==> src/rtl/smartcard_tx.sv <==
module smartcard_tx #(
  parameter int ETU_W = 8,
  parameter int DW    = 8
) (
  input  logic             clk,
  input  logic             rst_n,
  input  logic [ETU_W-1:0] etu_cycles,
  input  logic             tx_en,
  input  logic             rie_en,
  input  logic             tie_en,
  input  logic             data_we,
  input  logic [DW-1:0]    data_wd,
  input  logic             stat_we,
  input  logic [1:0]       stat_wd,
  input  logic             io_in,
  output logic             io_out,
  output logic             io_oe,
  output logic             tdre,
  output logic             tend,
  output logic             ers,
  output logic             irq_err,
  output logic             irq_tx
);
  localparam int IW = $clog2(DW + 4);
  localparam logic [IW-1:0] IDX_PAR  = IW'(DW + 1);
  localparam logic [IW-1:0] IDX_SLOT = IW'(DW + 2);
  localparam logic [IW-1:0] IDX_LAST = IW'(DW + 3);

  logic             busy;
  logic [IW-1:0]    bit_idx;
  logic [ETU_W-1:0] cnt;
  logic [DW-1:0]    tdr;
  logic [DW-1:0]    frame_q;
  logic             err_seen;

  wire bit_end   = busy && (cnt == etu_cycles - 1'b1);
  wire slot_hit  = busy && (bit_idx == IDX_SLOT) && (cnt == (etu_cycles >> 1));
  wire nack      = slot_hit && !io_in;
  wire frame_end = bit_end && (bit_idx == IDX_LAST);
  wire retry     = frame_end && err_seen;
  wire done_ok   = frame_end && !err_seen;
  wire load      = tx_en && !tdre && (!busy || done_ok);

  wire [DW-1:0] dsel = frame_q >> (bit_idx - 1'b1);

  assign io_oe   = busy && (bit_idx < IDX_SLOT);
  assign irq_err = ers && rie_en;
  assign irq_tx  = tend && tie_en;

  always_comb begin
    if (!io_oe)                  io_out = 1'b1;
    else if (bit_idx == '0)      io_out = 1'b0;
    else if (bit_idx == IDX_PAR) io_out = ^frame_q;
    else                         io_out = dsel[0];
  end

  always_ff @(posedge clk) begin
    if (!rst_n) begin
      busy     <= 1'b0;
      bit_idx  <= '0;
      cnt      <= '0;
      frame_q  <= '0;
      err_seen <= 1'b0;
    end else if (load) begin
      busy     <= 1'b1;
      bit_idx  <= '0;
      cnt      <= '0;
      frame_q  <= tdr;
      err_seen <= 1'b0;
    end else if (busy) begin
      cnt <= bit_end ? '0 : cnt + 1'b1;
      if (nack) err_seen <= 1'b1;
      if (bit_end) begin
        if (bit_idx == IDX_LAST) begin
          bit_idx <= '0;
          if (retry) err_seen <= 1'b0;
          else       busy     <= 1'b0;
        end else begin
          bit_idx <= bit_idx + 1'b1;
        end
      end
    end
  end

  always_ff @(posedge clk) begin
    if (!rst_n) begin
      tdr  <= '0;
      tdre <= 1'b1;
      tend <= 1'b1;
      ers  <= 1'b0;
    end else begin
      if (data_we) tdr <= data_wd;

      if (data_we)   tdre <= 1'b0;
      else if (load) tdre <= 1'b1;

      if (data_we)                      tend <= 1'b0;
      else if (done_ok)                 tend <= 1'b1;
      else if (stat_we && !stat_wd[0])  tend <= 1'b0;

      if (nack)                         ers <= 1'b1;
      else if (stat_we && !stat_wd[1])  ers <= 1'b0;
    end
  end

  AST_ERS_FROM_SLOT: assert property (@(posedge clk) disable iff (!rst_n)
    $rose(ers) |-> $past(busy && bit_idx == IDX_SLOT && !io_in));
  AST_NO_TEND_ON_ERR: assert property (@(posedge clk) disable iff (!rst_n)
    $rose(tend) |-> !$past(err_seen));
  AST_RELEASE_HOLDS: assert property (@(posedge clk) disable iff (!rst_n)
    $fell(io_oe) |=> !io_oe);
  AST_WRITE_CLEARS: assert property (@(posedge clk) disable iff (!rst_n)
    $past(data_we) |-> (!tdre && !tend));
  AST_LOAD_SETS_TDRE: assert property (@(posedge clk) disable iff (!rst_n)
    ($past(load) && !$past(data_we)) |-> tdre);
  AST_ERS_CLEAR: assert property (@(posedge clk) disable iff (!rst_n)
    ($past(stat_we && !stat_wd[1]) && !$past(nack)) |-> !ers);
  AST_RESEND_SAME: assert property (@(posedge clk) disable iff (!rst_n)
    $past(retry) |-> $stable(frame_q));
endmodule

==> config.mk <==
export PLATFORM = sky130hd
export DESIGN_NAME = smartcard_tx
export DESIGN_NICKNAME = d
export VERILOG_FILES = /design/src/rtl/smartcard_tx.sv
export SDC_FILE = /design/constraint.sdc
export NUM_CORES = 1
export LEC_CHECK = 0
export ABC_AREA = 1
export BUFFER_PORTS_ARGS = -buffer_cell sky130_fd_sc_hd__buf_2
export CAP_MARGIN = 10
export CORE_MARGIN = 4
export CORE_UTILIZATION = 28
export CTS_BUF_LIST = sky130_fd_sc_hd__clkbuf_8
export DETAILED_ROUTE_END_ITERATION = 6
export PLACE_DENSITY_LB_ADDON = 0.05
export SYNTH_ARGS = -nofsm -noshare
export SYNTH_HDL_FRONTEND = slang
export SYNTH_SLANG_ARGS = --single-unit
==> constraint.sdc <==
create_clock -name clk -period 2 [get_ports clk]
set_input_delay 0.4 -clock clk [delete_from_list [all_inputs] [get_ports clk]]
set_output_delay 0.4 -clock clk [all_outputs]
set_load 0.005 [all_outputs]
==> impl_metrics.toml <==
[status]
status = "complete, but fails checks"
violations = "setup timing"

[cells_and_area]
final_layout_size_suffix_gt1_frac = 0.1906
syn2layout_area_growth_pct = 23.37
mostFrequentLayoutCells = "63 x nand2_1, 52 x nor2_1, 42 x inv_1"
finalNetCount = 395
final_common_cell = "nand2_1"
multiInputGateArea_um2 = 1211
fin_util = 0.3643
ff_latch_area_um2 = 663.1
diodes = 0
fillers = 798

[global_routing]
grtUsageTotal = 0.1284
antenna_found_initial = 0
grt_pass1_wl_um = 8983
grt_pass1_vias = 1965
grt-ovfl-total = 0
grt_max_degree = 22

[pwr]
clkPwrFrac = 0.348
share_comb_of_total_power = 0.160
p_int_mw = 1.055
power.share.switching = 0.2648
peakVddDrop_v = 0.0003572
p_per_area_nw_per_um2 = 567.3
p_sw_mw = 0.3801
p_seq_frac = 0.492
p_leak_nw = 1.142

[synthesis]
netlist_instances = 314
syn_area_per_cell_um2 = 6.531
ys_types = 30
syn_area_um2 = 2051
yosysWarnings = 0
ys_seq_elements = 33
syn_nets = 347
ys_seq_area_frac = 0.3221

[timing]
clock.fmax_ghz = 0.4938
skew_ps = 6.421
tightestPinTransition_ps = 440.7
setup_viol = 1
timing_hold_violations_final = 0
slew_viol_final = 0
period_minus_slack_ps = 2025
finalCritPeriodShare = 1.013
setup-tns-final_ps = -25.06
max-slew-margin-rel = 0.7059
grt_setup_unrepaired = "true"
setup_ws_ps = -25.06

[drt]
totalWireLength_um = 5183
num_vias = 1969
drt_iter0_markers = 48
first_pass_iters = 4
wire_per_inst_um = 11.32
viasPerCell = 4.299
drt.antenna.violating_nets = 0
drc_errors = 0

[floorplan]
core_area_um2 = 6944
io_pins = 33
die_x_um = 93.58
die_area_um2 = 8757
initial_core_util = 0.2953
rows = 30
die-height_um = 93.58

[worst_setup_path]
cp-endpoint = "io_out"
cp_data_required_time_ps = 1600
timing.rr.start = "cnt[4]"
r2r_slack_ps = 270
worstSetupStartpointType = "register"
slowest_stage = "dfxtp_2"
cp_num_buf_inv = 2
reg2regPathDepth = 13
crit_chain = "inv_2, ha_4, o21bai_4, o221ai_2, o211ai_1, nand2_1, o211ai_1, nand2_1, buf_2"
critical-path-top-delay-family = "compound AO/OA/AOI/OAI gates"
reg2reg_to = "frame_q[0]"
startpoint = "bit_idx[0]"
arrival_ps = 1630
endpoint_kind = "output port"
critPathMaxStageDelay_ps = 330
cp_max_fo = 5
cp_num_cells = 9
crit_type = "register to output port"

[place]
gp_congestion = 0.7828
io_buffer_count = 32
hpwl_um = 4078

[cts]
cts_tree = "done"
postCtsSetupRepairBufs = 0
clock_sinks = 33
clk_path_buf_depth = 2
root_buffer = "clkbuf_8"
clk_pin_slew_ps = 60
hold_buffers = 0
clock_latency_ps = 280
htree_levels = 2
cts_buffers = 5

[hold_path]
hp-start = "data_we"
hold_class = "input port to register"

[job]
max_cap_violations = 0
[per-layer routing]
metal / up-vias / part of all wire / global-route usage
li1: 1093 / - / -
met1: 848 / 0.44 / 0.1517
met2: 22 / 0.51 / 0.2305
met3: 6 / 0.033 / 0.02977
met4: 0 / 0.012 / 0.03610
met5: - / 0 / 0
[cells in the mapped netlist (all sizes together)]
cell | count | area, um2
nand2 | 66 | 270.3
nor2 | 54 | 210.2
inv | 45 | 168.9
dfxtp | 33 | 660.6
a21oi | 25 | 125.1
o21ai | 24 | 120.1
nand3 | 21 | 110.1
xnor2 | 11 | 96.34
ha | 7 | 87.58
xor2 | 5 | 43.79
buf | 4 | 31.27
clkbuf | 3 | 11.26
nand4 | 3 | 18.77
o211ai | 3 | 22.52
a221oi | 1 | 8.760
a22oi | 1 | 7.510
a31oi | 1 | 6.260
a32oi | 1 | 8.760
nand3b | 1 | 7.510
nor3 | 1 | 5.000
nor3b | 1 | 7.510
o21bai | 1 | 7.510
o221ai | 1 | 8.760
or2 | 1 | 6.260
[sequential cells by signal, summed over array words and instances (netlist names)]
name / flops
cnt: 8
tdr: 8
tdre: 1
tend: 1
frame_q: 8
ers: 1
bit_idx: 4
err_seen: 1
busy: 1
[cell type report]
| cell class | count | share of cell area |
|---|---|---|
| repair buffers | 48 | 0.1108 |
| clock buffers | 6 | 0.03264 |
| multi-input cells | 229 | 0.4787 |
| flip-flops and latches | 33 | 0.2621 |
| clock inverters | 1 | 0.001484 |
| well taps | 96 | 0.04748 |
| inverters | 45 | 0.06677 |
[per-stage QoR]
step	total power, mW	cells	instance area [um2]	hold slack, ps	setup slack (ps)
3_5_place_dp	0.9535	451	2409	455.2	-101.2
6_report	1.435	458	2530	386.9	-25.06
4_1_cts	1.463	458	2510	379.7	-90.09
3_3_place_gp	0.9538	451	2409	451.0	-84.91
2_1_floorplan	0.8690	314	2051	430.2	60.67
5_1_grt	1.523	458	2530	403.0	-176.1
[what timing repair did]
action	in CTS	in global routing
setup endpoints to repair	1	1
resized for setup	5	4
pin swaps	2	4
endpoints found under the hold margin	0	0
[how the worst min path moves through the flow]
| stage | endpoint | slack [ps] | depth (start not counted) |
|---|---|---|---|
| floorplan | tdr[0] | 430 | 2 |
| global placement | tdr[2] | 450 | 2 |
| detailed placement | tdr[2] | 460 | 2 |
| CTS | tend | 380 | 4 |
| global route | tdr[6] | 400 | 3 |
| finish | tend | 390 | 4 |
[power by group through the flow]
stage / Clock [mW] / Sequential (mW) / Combinational, mW
after floorplan: 0 / 0.717 / 0.152
after global placement: 0 / 0.721 / 0.232
after detailed placement: 0 / 0.721 / 0.232
after CTS: 0.524 / 0.706 / 0.233
after global routing: 0.548 / 0.711 / 0.264
final: 0.500 / 0.706 / 0.229
[cells by family (layout without fill, tap and decap cells)]
group / after synthesis / count (layout) / share of synthesized area
buffers and inverters: 52 / 100 / 0.1031
AND/OR/NAND/NOR: 148 / 148 / 0.3100
flip-flops: 33 / 33 / 0.3221
AO/OA/AOI/OAI: 58 / 58 / 0.1538
XOR/XNOR: 16 / 16 / 0.06833
adder cells (fa/ha/maj): 7 / 7 / 0.04271
[worst reg2reg max path, cell delays in order, from the launching register on]
cell,delay [ps]
dfxtp_1,420
inv_1,120
nand2_1,80
nand2_1,60
nand2_1,60
nand2_1,50
nor2_1,90
nand3_1,110
nor2_4,120
nand3_2,90
nand2_4,140
buf_4,180
a21oi_1,70
nor2_1,100
No activity file was read; power rests on OpenSTA's default activity.
